<file path="src/rtl/simd_mask_pkg.sv">
package simd_mask_pkg;
  typedef enum logic [1:0] {
    OP_EXEC  = 2'd0,
    OP_OPEN  = 2'd1,
    OP_SWAP  = 2'd2,
    OP_CLOSE = 2'd3
  } op_e;
endpackage

</file>
<file path="src/rtl/simd_mask_lane.sv">
module simd_mask_lane #(
  parameter int DW = 16
) (
  input  logic          clk,
  input  logic          rst,
  input  logic          fire,
  input  logic          en,
  input  logic [DW-1:0] a,
  input  logic [DW-1:0] b,
  input  logic [DW-1:0] c,
  output logic [DW-1:0] y,
  output logic          we
);
  always_ff @(posedge clk) begin
    if (rst) begin
      y  <= '0;
      we <= 1'b0;
    end else begin
      we <= fire & en;
      if (fire && en) y <= a * b + c;
    end
  end

  // a disabled lane keeps its result
  assert_hold_R3: assert property (@(posedge clk) disable iff (rst)
    (fire && !en) |=> $stable(y));
endmodule

</file>
<file path="src/rtl/simd_mask_stack.sv">
module simd_mask_stack
  import simd_mask_pkg::*;
#(
  parameter int LANES = 8,
  parameter int DEPTH = 4,
  localparam int DPW = $clog2(DEPTH + 1),
  localparam int IW  = (DEPTH > 1) ? $clog2(DEPTH) : 1
) (
  input  logic             clk,
  input  logic             rst,
  input  logic             issue,
  input  logic [1:0]       kind,
  input  logic [LANES-1:0] pred,
  output logic [LANES-1:0] mask,
  output logic [DPW-1:0]   depth
);
  logic [LANES-1:0] stk [DEPTH];
  logic [IW-1:0]    push_idx, top_idx;
  op_e              k;

  assign k        = op_e'(kind);
  assign push_idx = IW'(depth);
  assign top_idx  = IW'(depth - DPW'(1));

  always_ff @(posedge clk) begin
    if (issue && k == OP_OPEN && depth < DPW'(DEPTH)) stk[push_idx] <= mask;
  end

  always_ff @(posedge clk) begin
    if (rst) begin
      mask  <= '1;
      depth <= '0;
    end else if (issue) begin
      case (k)
        OP_OPEN: if (depth < DPW'(DEPTH)) begin
          mask  <= mask & pred;
          depth <= depth + DPW'(1);
        end
        OP_SWAP: if (depth != '0) mask <= stk[top_idx] & ~mask;
        OP_CLOSE: if (depth != '0) begin
          mask  <= stk[top_idx];
          depth <= depth - DPW'(1);
        end
        default: ;
      endcase
    end
  end

  assert_depth_bound_R6: assert property (@(posedge clk) disable iff (rst)
    depth <= DPW'(DEPTH));
  assert_swap_disjoint_R4: assert property (@(posedge clk) disable iff (rst)
    (issue && k == OP_SWAP && depth != '0) |=> ((mask & $past(mask)) == '0));
  assert_full_at_root_R5: assert property (@(posedge clk) disable iff (rst)
    (depth == '0) |-> (mask == '1));
endmodule

</file>
<file path="src/rtl/simd_mask_util.sv">
module simd_mask_util #(
  parameter int LANES = 8,
  parameter int CW    = 32
) (
  input  logic             clk,
  input  logic             rst,
  input  logic             fire,
  input  logic [LANES-1:0] mask,
  output logic [CW-1:0]    active_cnt,
  output logic [CW-1:0]    total_cnt
);
  always_ff @(posedge clk) begin
    if (rst) begin
      active_cnt <= '0;
      total_cnt  <= '0;
    end else if (fire) begin
      active_cnt <= active_cnt + CW'($countones(mask));
      total_cnt  <= total_cnt + CW'(LANES);
    end
  end

  assert_cnt_order_R8: assert property (@(posedge clk) disable iff (rst)
    active_cnt <= total_cnt);
  assert_total_step_R8: assert property (@(posedge clk) disable iff (rst)
    (total_cnt == $past(total_cnt)) || (total_cnt == $past(total_cnt) + CW'(LANES)));
endmodule

</file>
<file path="src/rtl/simd_mask_unit.sv">
module simd_mask_unit
  import simd_mask_pkg::*;
#(
  parameter int LANES = 8,
  parameter int DW    = 16,
  parameter int DEPTH = 4,
  parameter int CW    = 32,
  localparam int VW   = LANES * DW,
  localparam int DPW  = $clog2(DEPTH + 1)
) (
  input  logic             clk,
  input  logic             rst,
  input  logic             op_valid,
  input  logic [1:0]       op_kind,
  input  logic [VW-1:0]    op_a,
  input  logic [VW-1:0]    op_b,
  input  logic [VW-1:0]    op_c,
  output logic [VW-1:0]    res_data,
  output logic [LANES-1:0] res_we,
  output logic [LANES-1:0] lane_mask,
  output logic             skip_hint,
  output logic [CW-1:0]    active_cnt,
  output logic [CW-1:0]    total_cnt
);
  logic [LANES-1:0] pred;
  logic [DPW-1:0]   depth;
  logic             fire;

  assign fire      = op_valid && (op_e'(op_kind) == OP_EXEC) && (lane_mask != '0);
  assign skip_hint = (lane_mask == '0);

  for (genvar i = 0; i < LANES; i++) begin : g_lane
    assign pred[i] = $signed(op_a[i*DW +: DW]) > 0;
    simd_mask_lane #(.DW(DW)) u_lane (
      .clk (clk),
      .rst (rst),
      .fire(fire),
      .en  (lane_mask[i]),
      .a   (op_a[i*DW +: DW]),
      .b   (op_b[i*DW +: DW]),
      .c   (op_c[i*DW +: DW]),
      .y   (res_data[i*DW +: DW]),
      .we  (res_we[i])
    );
  end

  simd_mask_stack #(.LANES(LANES), .DEPTH(DEPTH)) u_stack (
    .clk  (clk),
    .rst  (rst),
    .issue(op_valid),
    .kind (op_kind),
    .pred (pred),
    .mask (lane_mask),
    .depth(depth)
  );

  simd_mask_util #(.LANES(LANES), .CW(CW)) u_util (
    .clk       (clk),
    .rst       (rst),
    .fire      (fire),
    .mask      (lane_mask),
    .active_cnt(active_cnt),
    .total_cnt (total_cnt)
  );

  assert_we_in_mask_R3: assert property (@(posedge clk) disable iff (rst)
    (res_we & ~$past(lane_mask)) == '0);
  assert_empty_no_we_R7: assert property (@(posedge clk) disable iff (rst)
    ($past(lane_mask) == '0) |-> (res_we == '0 && $stable(total_cnt)));
  assert_idle_no_we_R9: assert property (@(posedge clk) disable iff (rst)
    !$past(op_valid) |-> (res_we == '0));
endmodule

</file>
<file path="config.mk">
export PLATFORM = sky130hd
export DESIGN_NAME = simd_mask_unit
export DESIGN_NICKNAME = d
export VERILOG_FILES = /design/src/rtl/simd_mask_pkg.sv /design/src/rtl/simd_mask_lane.sv /design/src/rtl/simd_mask_stack.sv /design/src/rtl/simd_mask_util.sv /design/src/rtl/simd_mask_unit.sv
export SDC_FILE = /design/constraint.sdc
export NUM_CORES = 2
export LEC_CHECK = 0
export ABC_AREA = 1
export ABC_CLOCK_PERIOD_IN_PS = 11600
export BUFFER_PORTS_ARGS = -buffer_cell sky130_fd_sc_hd__clkbuf_2
export CAP_MARGIN = 40
export CORE_ASPECT_RATIO = 2
export CORE_MARGIN = 2
export CORE_UTILIZATION = 44
export DETAILED_ROUTE_END_ITERATION = 8
export PLACE_DENSITY = 0.7
export SYNTH_ARGS = -nofsm -noshare
export SYNTH_HDL_FRONTEND = slang
export SYNTH_SLANG_ARGS = --single-unit
</file>
<file path="constraint.sdc">
create_clock -name clk -period 11.6 [get_ports clk]
set_input_delay 0 -clock clk [delete_from_list [all_inputs] [get_ports clk]]
set_output_delay 0 -clock clk [all_outputs]
set_load 0.05 [all_outputs]
</file>
==> run_results.csv <==
group,metric,value,unit
outcome,status,"complete, no violations",
timing,setup_viol,0,
timing,fin_crit,4.76,ns
critical_path,critPathCapture,"u_stack.mask[7]$_SDFFE_PP1P_",
critical_path,crit_arrival,5.22,ns
clocking,cts_made_buffers,30,
timing,fmax,210,MHz
place,dpl.hpwl,124000,um
floorplan,design.die.area,0.112,sq mm
route,drt_iter0_drc,1947,
yosys,yosys_most_used_dff,"dfxtp_1",
clocking,cts_max_path_buffers,3,
yosys,syn-cell-area,0.0479,sq mm
timing,fin_worst_skew,0.0377,ns
yosys,yosysUniqueCellTypes,52,
timing,hold_viol,0,
floorplan,core_area,0.108,sq mm
timing,setup_tns,0,ns
power_and_ir_drop,p_leak,31.7,nW
critical_path,crit_chain,"clkinv_1 > ha_1 > ha_1 > nor2_1 > nand2_1 > nand2_1 > inv_1 > a21oi_1 > dlygate4sd3_1 > o21ai_0",
yosys,synth_warnings,0,
critical_path,critical_path_required,12.06,ns
finish,nFillCells,10700,
clocking,cts_root_buf,"clkbuf_16",
route,wl_per_cell,17.6,um
critical_path,crit_path_top_delay_cell,"dfxtp_1",
finish,syn_to_final_growth,10.7,%
global_route,grt_pass1_wl,234000,um
route,ant_nets,0,
critical_path,crit_path_start,"u_stack.depth[0]$_SDFFE_PP0P_",
route,drtPass1Iterations,5,
critical_path,worst-path-max-fanout,21,
power_and_ir_drop,ir_drop,0.000195,V
yosys,syn_inst,6605,
critical_path,cp-end-kind,"flop",
timing,slew_headroom,42.3,%
critical_path,r2r_end,"u_stack.mask[7]$_SDFFE_PP1P_",
route,remaining_drc_errors,0,
timing,grt_setup_unrepaired,"no",
clocking,cts_tree,"yes",
yosys,synth_top_area_cell,"fa_1",
timing,post-route-period-util,41.0,%
yosys,synth_edf_count,32,
global_route,antenna_found_initial,21,
floorplan,rows,171,
yosys,synth_top_area_share,31.7,%
clocking,clk_pin_slew_worst_paths,0.06,ns
clocking,ctsHoldBuffers,22,
critical_path,path_buf_inv,3,
critical_path,cp_num_cells,10,
finish,nets,8584,
global_route,grt_usage,26.8,%
floorplan,die_x,237,um
power_and_ir_drop,powerDensity,231,mW/mm^2
clocking,cts_resized,0,
min_path,hp-class,"in -> reg",
floorplan,start_util,44.2,%
timing,worst_pin_slew,0.863,ns
finish,fin_util,48.9,%
clocking,worstSkewPairLatency,0.61,ns
global_route,overflow,0,
run,cap_violations,0,
floorplan,io_pins,598,
global_route,grt_pass1_vias,45000,
route,routed_wl,148000,um
finish,final_layout_size_suffix_gt1_share,9.92,%
place,portBuffers,594,
critical_path,rrSetupSlack,6.84,ns
timing,maxSlewViolCount,0,
critical_path,worstSetupPathType,"reg -> reg",
finish,final_common_cell,"inv_1",
route,via_per_inst,5.05,
critical_path,startpoint_type,"flop",
floorplan,die_y,470,um
route,num_vias,42500,
critical_path,critPathMaxStageDelay,0.82,ns
yosys,synth_area_leaders,"fa_1 32%, inv_1 16%, nand2_1 13%, ha_1 11%, dfxtp_1 8.7%",
global_route,grt_max_degree,89,
yosys,seq_area_frac_synth,10.7,%
critical_path,crit_family,"buffers and inverters",
clocking,post-cts-setup-buffers,0,
yosys,synth.avg_cell_area,7.25,sq um
yosys,ys_ff_latch,240,
place,gp_congestion,0.975,
finish,mostFrequentLayoutCells,"1980 x inv_1, 1698 x nand2_1, 758 x fa_1, 594 x clkbuf_2, 434 x ha_1",
clocking,cts_max_level,1,
yosys,ys_async_sr_fraction,0,%
critical_path,r2r-start,"u_stack.depth[0]$_SDFFE_PP0P_",
critical_path,r2r_cells,10,
clocking,cts.sinks,240,
power by group:
part / internal (mW) / total (mW) / switching, mW
sequential: 0.902 / 0.946 / 0.0441
combinational: 3.94 / 10.2 / 6.28
clock: 0.664 / 1.09 / 0.428
layer usage:
| layer | GRT usage [%] | vias to the layer above | routed length [um] | part of all wire [%] |
|---|---|---|---|---|
| met3 | 5.62 | 511 | 11400 | 7.7 |
| met2 | 49.2 | 1576 | 75600 | 51 |
| met5 | 0 | - | 184 | 0.12 |
| met4 | 14.2 | 28 | 9190 | 6.2 |
| met1 | 28.4 | 20500 | 51900 | 35 |
| li1 | - | 19900 | - | - |
worst min path at each step:
stage	cells after the start	slack [ns]	start	to
6_report	5	0.05	op_a[109]	u_stack.mask[6]$_SDFFE_PP1P_
5_1_grt	5	0.06	op_a[79]	u_stack.mask[4]$_SDFFE_PP1P_
3_3_place_gp	4	0.35	op_c[0]	g_lane[0].u_lane.y[0]$_SDFFE_PP0P_
4_1_cts	5	0.01	op_a[15]	u_stack.mask[0]$_SDFFE_PP1P_
2_1_floorplan	3	0.25	op_c[96]	g_lane[6].u_lane.y[0]$_SDFFE_PP0P_
3_5_place_dp	4	0.36	op_c[0]	g_lane[0].u_lane.y[0]$_SDFFE_PP0P_
flip-flops by register name, indices dropped and copies added (netlist names):
| register | count |
|---|---|
| u_stack.stk | 32 |
| g_lane.u_lane.we | 8 |
| u_util.active_cnt | 32 |
| u_stack.mask | 8 |
| u_util.total_cnt | 29 |
| u_stack.depth | 3 |
| g_lane.u_lane.y | 128 |
synthesized netlist by cell type (all sizes together) (4+ instances only):
cell type  count
o31ai          5
o211ai        12
xnor2         81
a21oi        170
buf           26
ha           434
or2            7
nand4         45
dfxtp        208
nor2         214
fa           758
edfxtp        32
o21a          10
clkinv         4
o21ai        182
xor2         110
a221oi         7
nor3          48
nor3b          9
o21bai        48
nand3        167
a21o          15
nand2       1700
nand3b        29
clkbuf       238
inv         1980
a31oi         18
nor4          29
worst register-to-register path, delay by kind of cell (launching register included):
family / cells / cell delay [ns]
buffers and inverters: 3 / 1.63
and+or+nand+nor: 3 / 1.16
DFF: 1 / 0.82
adders and majority gates: 2 / 0.66
AOI/OAI and AO/OA: 2 / 0.37
kinds of logic (layout without fill, tap and decap cells):
family / count (synthesis) / count (layout) / share of synthesized area (%)
and+or+nand+nor: 2253 / 2253 / 19.2
buffers and inverters: 2248 / 2668 / 17.8
adders and majority gates: 1192 / 1192 / 43.1
AOI/OAI and AO/OA: 480 / 480 / 5.71
DFF: 240 / 240 / 10.7
xor gates and xnor gates: 191 / 191 / 3.50
other: 1 / 10 / 0.00784
layout make-up:
| type | count | area (sq um) | area share (%) |
|---|---|---|---|
| clock buffers | 35 | 822 | 1.55 |
| repair buffers | 628 | 3310 | 6.25 |
| well taps | 1384 | 1730 | 3.27 |
| inverters | 1984 | 7450 | 14.1 |
| diodes | 7 | 17.5 | 0.0331 |
| clock inverters | 21 | 300 | 0.567 |
| multi-input cells | 4119 | 34200 | 64.6 |
| flip-flops and latches | 240 | 5120 | 9.67 |
per-stage QoR:
stage | hold slack, ns | setup WS [ns] | total power [mW] | instance area, sq um | instances
global route | 0.0564 | 6.50 | 13.8 | 53000 | 8413
detailed placement | 0.363 | 6.28 | 11.1 | 51600 | 8333
CTS | 0.0113 | 6.87 | 12.3 | 53000 | 8411
floorplan | 0.251 | 6.73 | 8.58 | 47900 | 6607
finish | 0.0458 | 6.84 | 12.3 | 53000 | 8418
global placement | 0.346 | 6.20 | 11.0 | 51600 | 8330
No activity file was read; power rests on OpenSTA's default activity.
